### src/rtl/pwm_reload_pkg.sv
package pwm_reload_pkg;
  localparam int CNT_W_DEF = 8;
  localparam int NCH_DEF   = 4;
  localparam int DUTY_BASE = 2;

  typedef enum logic [1:0] {
    SEL_NONE,
    SEL_RELOAD,
    SEL_CTRL,
    SEL_DUTY
  } reg_sel_e;
endpackage

### src/rtl/pwm_cfg_regs.sv
module pwm_cfg_regs #(
  parameter int NCH = 4,
  parameter int CW  = 8,
  parameter int AW  = 3
) (
  input  logic                    clk,
  input  logic                    rst_n,
  input  logic                    wr_en,
  input  logic [AW-1:0]           wr_addr,
  input  logic [CW-1:0]           wr_data,
  input  logic                    wrap,
  output logic [NCH-1:0]          en_q,
  output logic [NCH-1:0]          pol_q,
  output logic [CW-1:0]           rel_sh_q,
  output logic [CW-1:0]           rel_act_q,
  output logic [NCH-1:0][CW-1:0]  cmp_act_q,
  output logic [NCH-1:0][CW-1:0]  cmp_nxt
);
  import pwm_reload_pkg::*;

  localparam logic [AW-1:0] A_RELOAD = AW'(0);
  localparam logic [AW-1:0] A_CTRL   = AW'(1);

  reg_sel_e                sel;
  logic [NCH-1:0]          duty_we;
  logic [NCH-1:0][CW-1:0]  duty_q, duty_d;
  logic [NCH-1:0]          en_d, pol_d;
  logic [CW-1:0]           rel_sh_d, rel_act_d;

  // address decode
  always_comb begin
    sel = SEL_NONE;
    if (wr_en) begin
      if (wr_addr == A_RELOAD)                   sel = SEL_RELOAD;
      else if (wr_addr == A_CTRL)                sel = SEL_CTRL;
      else if (int'(wr_addr) < DUTY_BASE + NCH)  sel = SEL_DUTY;
    end
  end

  for (genvar i = 0; i < NCH; i++) begin : g_we
    assign duty_we[i] = (sel == SEL_DUTY) && (int'(wr_addr) == DUTY_BASE + i);
  end

  // next state
  always_comb begin
    en_d      = en_q;
    pol_d     = pol_q;
    rel_sh_d  = rel_sh_q;
    rel_act_d = rel_act_q;
    duty_d    = duty_q;
    case (sel)
      SEL_RELOAD: rel_sh_d = wr_data;
      SEL_CTRL: begin
        en_d  = wr_data[NCH-1:0];
        pol_d = wr_data[2*NCH-1:NCH];
      end
      SEL_DUTY: begin
        for (int i = 0; i < NCH; i++)
          if (duty_we[i]) duty_d[i] = wr_data;
      end
      default: ;
    endcase
    if (wrap) rel_act_d = rel_sh_q;
  end

  // compare values move only at a wrap, taking the buffered duty
  assign cmp_nxt = wrap ? duty_q : cmp_act_q;

  always_ff @(posedge clk or negedge rst_n) begin
    if (!rst_n) begin
      en_q      <= '0;
      pol_q     <= '0;
      rel_sh_q  <= '0;
      rel_act_q <= '0;
      duty_q    <= '0;
      cmp_act_q <= '0;
    end else begin
      en_q      <= en_d;
      pol_q     <= pol_d;
      rel_sh_q  <= rel_sh_d;
      rel_act_q <= rel_act_d;
      duty_q    <= duty_d;
      cmp_act_q <= cmp_nxt;
    end
  end
endmodule

### src/rtl/pwm_base_counter.sv
module pwm_base_counter #(
  parameter int CW = 8
) (
  input  logic          clk,
  input  logic          rst_n,
  input  logic          tick,
  input  logic [CW-1:0] rel_sh,
  output logic [CW-1:0] cnt_q,
  output logic [CW-1:0] cnt_nxt,
  output logic          wrap
);
  localparam logic [CW-1:0] CNT_MAX = '1;

  assign wrap = tick && (cnt_q == CNT_MAX);

  always_comb begin
    cnt_nxt = cnt_q;
    if (wrap)      cnt_nxt = rel_sh;
    else if (tick) cnt_nxt = cnt_q + CW'(1);
  end

  always_ff @(posedge clk or negedge rst_n) begin
    if (!rst_n) cnt_q <= '0;
    else        cnt_q <= cnt_nxt;
  end
endmodule

### src/rtl/pwm_channel.sv
module pwm_channel #(
  parameter int CW = 8
) (
  input  logic          clk,
  input  logic          rst_n,
  input  logic          tick,
  input  logic          wrap,
  input  logic [CW-1:0] cnt_nxt,
  input  logic [CW-1:0] cmp_nxt,
  input  logic          en,
  input  logic          pol,
  output logic          phase_q,
  output logic          pin
);
  logic phase_d;

  // a match on the incoming count wins over the wrap set
  always_comb begin
    phase_d = phase_q;
    if (tick) begin
      if (cnt_nxt == cmp_nxt) phase_d = 1'b0;
      else if (wrap)          phase_d = 1'b1;
    end
  end

  always_ff @(posedge clk or negedge rst_n) begin
    if (!rst_n) phase_q <= 1'b0;
    else        phase_q <= phase_d;
  end

  assign pin = en & (phase_q ^ pol);
endmodule

### src/rtl/pwm_reload_timer.sv
module pwm_reload_timer #(
  parameter int NCH = pwm_reload_pkg::NCH_DEF,
  parameter int CW  = pwm_reload_pkg::CNT_W_DEF,
  parameter int AW  = $clog2(NCH + pwm_reload_pkg::DUTY_BASE)
) (
  input  logic           clk,
  input  logic           rst_n,
  input  logic           cnt_en,
  input  logic           halt,
  input  logic           wr_en,
  input  logic [AW-1:0]  wr_addr,
  input  logic [CW-1:0]  wr_data,
  output logic [NCH-1:0] pwm_o
);
  logic [1:0]              rst_pipe;
  logic                    rst_q_n;
  logic                    tick, wrap;
  logic [CW-1:0]           cnt_q, cnt_nxt, rel_sh, rel_act;
  logic [NCH-1:0]          en, pol, phase;
  logic [NCH-1:0][CW-1:0]  cmp_act, cmp_nxt;

  // reset: asserted asynchronously, released on the clock
  always_ff @(posedge clk or negedge rst_n) begin
    if (!rst_n) rst_pipe <= 2'b00;
    else        rst_pipe <= {rst_pipe[0], 1'b1};
  end
  assign rst_q_n = rst_pipe[1];

  assign tick = cnt_en & ~halt;

  pwm_cfg_regs #(.NCH(NCH), .CW(CW), .AW(AW)) u_regs (
    .clk       (clk),
    .rst_n     (rst_q_n),
    .wr_en     (wr_en),
    .wr_addr   (wr_addr),
    .wr_data   (wr_data),
    .wrap      (wrap),
    .en_q      (en),
    .pol_q     (pol),
    .rel_sh_q  (rel_sh),
    .rel_act_q (rel_act),
    .cmp_act_q (cmp_act),
    .cmp_nxt   (cmp_nxt)
  );

  pwm_base_counter #(.CW(CW)) u_cnt (
    .clk     (clk),
    .rst_n   (rst_q_n),
    .tick    (tick),
    .rel_sh  (rel_sh),
    .cnt_q   (cnt_q),
    .cnt_nxt (cnt_nxt),
    .wrap    (wrap)
  );

  for (genvar i = 0; i < NCH; i++) begin : g_ch
    pwm_channel #(.CW(CW)) u_ch (
      .clk     (clk),
      .rst_n   (rst_q_n),
      .tick    (tick),
      .wrap    (wrap),
      .cnt_nxt (cnt_nxt),
      .cmp_nxt (cmp_nxt[i]),
      .en      (en[i]),
      .pol     (pol[i]),
      .phase_q (phase[i]),
      .pin     (pwm_o[i])
    );
  end
endmodule

### config.mk
export PLATFORM = sky130hd
export DESIGN_NAME = pwm_reload_timer
export DESIGN_NICKNAME = d
export VERILOG_FILES = /design/src/rtl/pwm_reload_pkg.sv /design/src/rtl/pwm_cfg_regs.sv /design/src/rtl/pwm_base_counter.sv /design/src/rtl/pwm_channel.sv /design/src/rtl/pwm_reload_timer.sv
export SDC_FILE = /design/constraint.sdc
export NUM_CORES = 1
export LEC_CHECK = 0
export BUFFER_PORTS_ARGS = -buffer_cell sky130_fd_sc_hd__buf_2
export CAP_MARGIN = 10
export CORE_MARGIN = 5
export CORE_UTILIZATION = 25
export DETAILED_ROUTE_END_ITERATION = 16
export GPL_ROUTABILITY_DRIVEN = 0
export PLACE_DENSITY_LB_ADDON = 0.15
export SLEW_MARGIN = 20
export SYNTH_ARGS = -nofsm -noshare
export SYNTH_HDL_FRONTEND = slang
export SYNTH_SLANG_ARGS = --single-unit
### constraint.sdc
create_clock -name clk -period 3.9 [get_ports clk]
set_clock_uncertainty 0.05 [all_clocks]
set_input_delay 0.78 -clock clk [delete_from_list [all_inputs] [get_ports clk]]
set_output_delay 0.78 -clock clk [all_outputs]
set_load 0.005 [all_outputs]
==> impl_metrics.yaml, run 1 <==
cells_and_area:
  diodes: 0
  area_delta_synth_final_pct: 13.1
  multi_input_area_um2: 2230
  utilization_pct: 28.8
  finalNetCount: 500
  final_layout_size_suffix_gt1_share_pct: 20.5
  layout.filler_cells: 1983
  layout.area.seq_um2: 2360
power:
  sw_frac_of_total_pct: 33.2
  seq_power_share_pct: 44.3
  p_leak_nw: 2.40
  cellPowerDensity_nw_per_um2: 549
  net-switching-power_w: 0.000989
  cell_internal_pwr_w: 0.00199
  comb_power_share_pct: 24.7
  vdd.ir_drop.worst_uv: 283
  power_frac_clock_pct: 31.0
die:
  core_um2: 18800
  floorplan.initialDensity_pct: 25.5
  dieHeight_um: 149
  fp-row-count: 50
  io_pins: 20
  dieArea_um2: 22100
  dieWidth_um: 149
logic_synthesis:
  postSynth.topFlopCell: "sky130_fd_sc_hd__dfrtp_1"
  synth-async-reset-ratio_pct: 100
  largest_family_of_logic_cells_by_synthesized_area: "simple AND/OR/NAND/NOR gates"
  synth_xor_xnor_area_share_pct: 11.1
  synth_simple_gate_area_share_pct: 15.4
  synth_fa_ha_area_share_pct: 0.261
  synth_top_cells_by_area: "sky130_fd_sc_hd__dfrtp_1 (49%), sky130_fd_sc_hd__mux2_2 (11%), sky130_fd_sc_hd__nand2_1 (8.1%)"
  synth_cells: 473
  synth_common_cells: "sky130_fd_sc_hd__nand2_1 (104), sky130_fd_sc_hd__dfrtp_1 (94), sky130_fd_sc_hd__mux2_2 (45), sky130_fd_sc_hd__xnor2_1 (33), sky130_fd_sc_hd__xor2_1 (26)"
  synth.avg_cell_area_um2: 10.1
  synth.ff_latch_count: 94
  synth-edff-count: 0
  seq_area_frac_synth_pct: 49.0
  post-synth-top-count-cell: "sky130_fd_sc_hd__nand2_1"
  netlist.top_cell.by_area: "sky130_fd_sc_hd__dfrtp_1"
  synth_mux_area_share_pct: 11.0
  synth.top_cell.area_share_pct: 49.0
  number_of_distinct_library_cells_after_synthesis: 51
  post_synth_instance_area_um2: 4800
  synth_compound_gate_area_share_pct: 8.53
  yosys_warnings: 0
  postSynthNetCount: 490
timing:
  report.final.setup_viol: 0
  maxSlewHeadroom_pct: 46.2
  timing.fmax_ghz: 0.294
  tns_ps: 0
  rsz_0062_raised_after_global_routing: "false"
  timing.final.crit_share_pct: 87.1
  finalWorstPathRequiredPeriod_ps: 3400
  report.final.slew_viol_count: 0
  worst_slew_pin_slew_ps: 804
  hold_viol_final: 0
  holdWs_ps: 155
worst_setup_path:
  r2r.worst_path.cells: 8
  cp_max_fo: 18
  cp_launch_type: "register"
  critPathCaptureType: "register"
  critPathArrivalTime_ps: 3550
  start_to_end_type_of_the_worst_setup_path: "reg2reg"
  worstPathRequired_ps: 4050
routing:
  via_count: 3404
  iteration_0_drc_markers: 218
  drcViolationCount: 0
  viasPerCell: 4.55
  wire_per_inst_um: 17.9
  firstDrtPassIters: 4
  antenna_violating_nets_remaining: 0
  routed_wirelength_mm: 13.4
min_path:
  worst_hold_path_type: "in2async"
clocking:
  cts.clk_slew.worst_paths_ps: 70
  cts.sinks: 94
  cts.hold.buffers_added: 0
  cts_repair_resize_count: 0
  max-clock-path-buffers: 2
  postCtsSetupRepairBufs: 0
  cts_tree: "built"
  clk_latency_ps: 350
  tritoncts.num_buffers: 9
  cts_htree_levels: 3
  clock-root-buffer: "sky130_fd_sc_hd__clkbuf_16"
grt:
  first_pass_grt_wire_length_mm: 21.5
  overall_routing_resource_usage_pct: 12.8
  grt_antenna_before_repair: 0
  vias_in_the_first_global_route: 3602
  grt_max_degree: 52
  grt-ovfl-total: 0
flow_run:
  max_cap_violations: 0
placement:
  hpwl_mm: 9.73
  place.port_buffers: 19
status:
  outcome: "complete, no violations"
==> cell type report <==
class,count,share of cell area (%)
repair buffers,29,3.13
clock inverters,5,1.04
multi-input cells,340,41.2
inverters,9,0.622
clock buffers,11,4.66
well taps,260,5.99
flip-flops and latches,94,43.4
==> placed cells by master (no fill, tap or decap), drive strengths merged, types with 2 or more instances in the layout <==
cell     count
clkbuf      11
xnor2       33
o31ai        2
buf         29
and2         5
nor3        10
a21oi       14
clkinv       2
o2111ai      2
a31oi        6
mux2        45
nand4        5
inv         10
xor2        27
and3         2
dfrtp       94
and3b        2
or3          2
o22ai        2
nand3       10
o21a         3
nor4         4
o21ai       23
nand2      105
o211ai       4
o311ai       3
nor2b        2
nor2        17
==> routing by layer <==
metal	global-route usage [%]	up-vias	share of wire (%)	wire length [um]
met5	0	-	0	0
met2	19.3	51	45	6050
met3	3.47	12	3.9	529
met1	18.5	1737	50	6720
li1	-	1604	-	-
met4	2.54	0	0.86	115
==> worst max-delay path, stage by stage, from the launching register on <==
cell                      delay (ps)
sky130_fd_sc_hd__dfrtp_1         530
sky130_fd_sc_hd__ha_1            390
sky130_fd_sc_hd__nand4_1         280
sky130_fd_sc_hd__or3_1           710
sky130_fd_sc_hd__nand2_1         210
sky130_fd_sc_hd__o21ai_0         100
sky130_fd_sc_hd__and2_1          170
sky130_fd_sc_hd__nor4_1          670
sky130_fd_sc_hd__a21oi_1         150
==> power groups by stage <==
| stage | logic, W | clock network, W | registers [W] |
|---|---|---|---|
| CTS | 0.000746 | 0.000956 | 0.00132 |
| floorplan | 0.000627 | 0 | 0.00124 |
| detailed placement | 0.000742 | 0 | 0.00134 |
| global placement | 0.000744 | 0 | 0.00134 |
| finish | 0.000736 | 0.000926 | 0.00132 |
| global route | 0.000818 | 0.000989 | 0.00135 |
==> cell families (layout without fill, tap and decap cells) <==
family | after synthesis | in the layout
muxes | 46 | 46
and+or+nand+nor | 167 | 167
xor gates and xnor gates | 60 | 60
AOI/OAI and AO/OA | 65 | 65
other | 1 | 1
adders and majority gates | 1 | 1
DFF | 94 | 94
buffers and inverters | 39 | 54
==> worst paths after layout <==
kind | from | slack, ps | endpoint
worst max-delay path | u_cnt.cnt_q[0] | 500 | g_ch[0].u_ch.phase_q
worst min-delay path | rst_n | 160 | rst_pipe[1]
worst max register to register | u_cnt.cnt_q[0] | 500 | g_ch[0].u_ch.phase_q
worst min register to register | rst_pipe[0] | 300 | rst_pipe[1]
max in group asynchronous | rst_pipe[1] | 2900 | u_regs.duty_q[7]
min in group clk | rst_pipe[0] | 300 | rst_pipe[1]
==> flip-flops by register name, indices dropped and copies added (netlist names) <==
signal             cells
g_ch.u_ch.phase_q      4
rst_pipe               2
u_cnt.cnt_q            8
u_regs.cmp_act_q      32
u_regs.duty_q         32
u_regs.en_q            4
u_regs.pol_q           4
u_regs.rel_sh_q        8
==> per-stage QoR <==
stage | worst slack, ps | total power [W] | cell area, um^2 | cells
floorplan | 1040 | 0.00186 | 4800 | 473
global placement | 566 | 0.00208 | 5120 | 732
detailed placement | 503 | 0.00208 | 5120 | 732
CTS | 559 | 0.00303 | 5430 | 748
global route | 367 | 0.00316 | 5430 | 748
finish | 502 | 0.00298 | 5430 | 748
(Power assumes the default switching activity.)
==> inputs of run 2 (changes only) <==
CORE_ASPECT_RATIO = 1.1   (was not set)
CTS_BUF_LIST = sky130_fd_sc_hd__clkbuf_16   (was not set)
==> run 2 against run 1 <==
Effect of this change: combinational power decreased by 3.3%; die area about the same; power increased by 2.0%; non-clock buffer count decreased by 4; clock power increased by 7.5%; via count decreased by 1.9%; sequential power about the same; global-route usage decreased by 0.44 points; largest power group unchanged; maximum frequency increased by 16%; first-iteration DRC count decreased by 45%; worst hold slack got worse by 1.7 ps; critical endpoint unchanged; highest routed layer unchanged; final cell count decreased by 2.3%.
==> impl_metrics.yaml, run 2 (same netlist as run 1, synthesis figures left out) <==
grt:
  vias_in_the_first_global_route: 3458
  overall_routing_resource_usage_pct: 12.3
  grt_max_degree: 42
  grt-ovfl-total: 0
  grt_antenna_before_repair: 0
  first_pass_grt_wire_length_mm: 20.7
cells_and_area:
  final_layout_size_suffix_gt1_share_pct: 19.4
  mostFrequentLayoutCells: "sky130_fd_sc_hd__nand2_1 (104), sky130_fd_sc_hd__dfrtp_1 (93), sky130_fd_sc_hd__mux2_2 (45)"
  diodes: 0
  reg_top3: "u_regs.cmp_act_q x32, u_regs.duty_q x32"
  layout.filler_cells: 1966
  layout_commonest_cell: "sky130_fd_sc_hd__nand2_1"
  area_delta_synth_final_pct: 12.8
  final_cell_area_um2: 5410
  finalNetCount: 496
clocking:
  cts_htree_levels: 3
  cts_repair_resize_count: 0
  max-clock-path-buffers: 2
  tritoncts.num_buffers: 9
  cts_tree: "built"
  postCtsSetupRepairBufs: 0
  cts.sinks: 94
  cts.clk_slew.worst_paths_ps: 70
  clock-root-buffer: "sky130_fd_sc_hd__clkbuf_16"
  cts.hold.buffers_added: 0
  clk_latency_ps: 340
worst_setup_path:
  r2r_slack_ps: 960
  start_to_end_type_of_the_worst_setup_path: "reg2reg"
  r2r.worst_path.cells: 8
  critPathCaptureType: "register"
  crit_path_cell_trace: "ha_1 > nand4_1 > or3_2 > nand2_1 > o21ai_0 > and2_1 > nor4_1 > a21oi_1"
  critPathArrivalTime_ps: 3100
  cp_max_fo: 24
  r2r-end: "g_ch[0].u_ch.phase_q"
  cp_launch_type: "register"
  cpPeakStageDelay_ps: 740
  r2r_start: "u_cnt.cnt_q[0]"
  crit_start: "u_cnt.cnt_q[0]"
  worstPathRequired_ps: 4060
  crit_slowest_cell: "sky130_fd_sc_hd__or3_2"
routing:
  via_count: 3340
  antenna_violating_nets_remaining: 0
  viasPerCell: 4.57
  firstDrtPassIters: 6
  iteration_0_drc_markers: 120
  wire_per_inst_um: 17.7
  drcViolationCount: 0
  routed_wirelength_mm: 12.9
timing:
  report.final.setup_viol: 0
  timing.fmax_ghz: 0.340
  report.final.slew_viol_count: 0
  timing.final.crit_share_pct: 75.3
  finalWorstPathRequiredPeriod_ps: 2940
  hold_viol_final: 0
  tns_ps: 0
  maxSlewHeadroom_pct: 37.0
  rsz_0062_raised_after_global_routing: "false"
  worst_slew_pin_slew_ps: 941
placement:
  place.port_buffers: 19
  hpwl_mm: 9.38
  placedInstanceArea_um2: 5070
status:
  outcome: "complete, no violations"
die:
  dieHeight_um: 155
  dieWidth_um: 142
  dieArea_um2: 22100
  io_pins: 20
  floorplan.initialDensity_pct: 25.2
  core_um2: 19000
  fp-row-count: 53
power:
  vdd.ir_drop.worst_uv: 205
  cellPowerDensity_nw_per_um2: 562
  p_leak_nw: 2.41
min_path:
  worst_hold_path_type: "in2async"
flow_run:
  max_cap_violations: 0
[run 2: report_power, final]
group	internal [W]	total (W)	switching (W)
Combinational	0.000341	0.000712	0.000371
Clock	0.000619	0.000995	0.000376
Sequential	0.00112	0.00134	0.000217
Total	0.00208	0.00304	0.000964
[run 2: stage by stage]
| stage | util [%] | hold slack [ps] | power [W] | cells | setup WS (ps) |
|---|---|---|---|---|---|
| after detailed placement | 26.7 | 283 | 0.00208 | 715 | 804 |
| after floorplan | - | 281 | 0.00186 | 473 | 1040 |
| after CTS | 28.4 | 138 | 0.00309 | 731 | 939 |
| after global placement | 26.7 | 283 | 0.00208 | 715 | 835 |
| final | 28.4 | 153 | 0.00304 | 731 | 962 |
| after global routing | 28.4 | 139 | 0.00322 | 731 | 812 |
[run 2: how the worst max path moves through the flow]
stage | to | slack [ps]
after CTS | g_ch[1].u_ch.phase_q | 940
after detailed placement | g_ch[1].u_ch.phase_q | 800
final | g_ch[0].u_ch.phase_q | 960
after global placement | g_ch[1].u_ch.phase_q | 830
after global routing | g_ch[1].u_ch.phase_q | 810
after floorplan | g_ch[0].u_ch.phase_q | 1040
[run 2: worst max-delay path, delay by kind of cell (launching register included)]
family / cells / cell delay, ps
AOI/OAI and AO/OA: 2 / 200
adders and majority gates: 1 / 360
DFF: 1 / 530
and+or+nand+nor: 5 / 1670
[run 2: per-layer routing]
metal | vias up | GRT usage [%] | part of all wire (%)
li1 | 1605 | - | -
met1 | 1677 | 18.4 | 52
met2 | 40 | 18.1 | 44
met3 | 18 | 1.63 | 2.0
met4 | 0 | 4.62 | 2.1
met5 | - | 0 | 0
[run 2: area by class of cell]
cell class                      instances  area [um^2]  area share [%]
Inverter                                9         33.8           0.624
Multi-Input combinational cell        340         2240            41.4
Sequential cell                        94         2360            43.5
Tap cell                              247          309            5.71
Timing Repair Buffer                   25          140            2.59
Clock buffer                            9          225            4.16
Clock inverter                          7          106            1.96
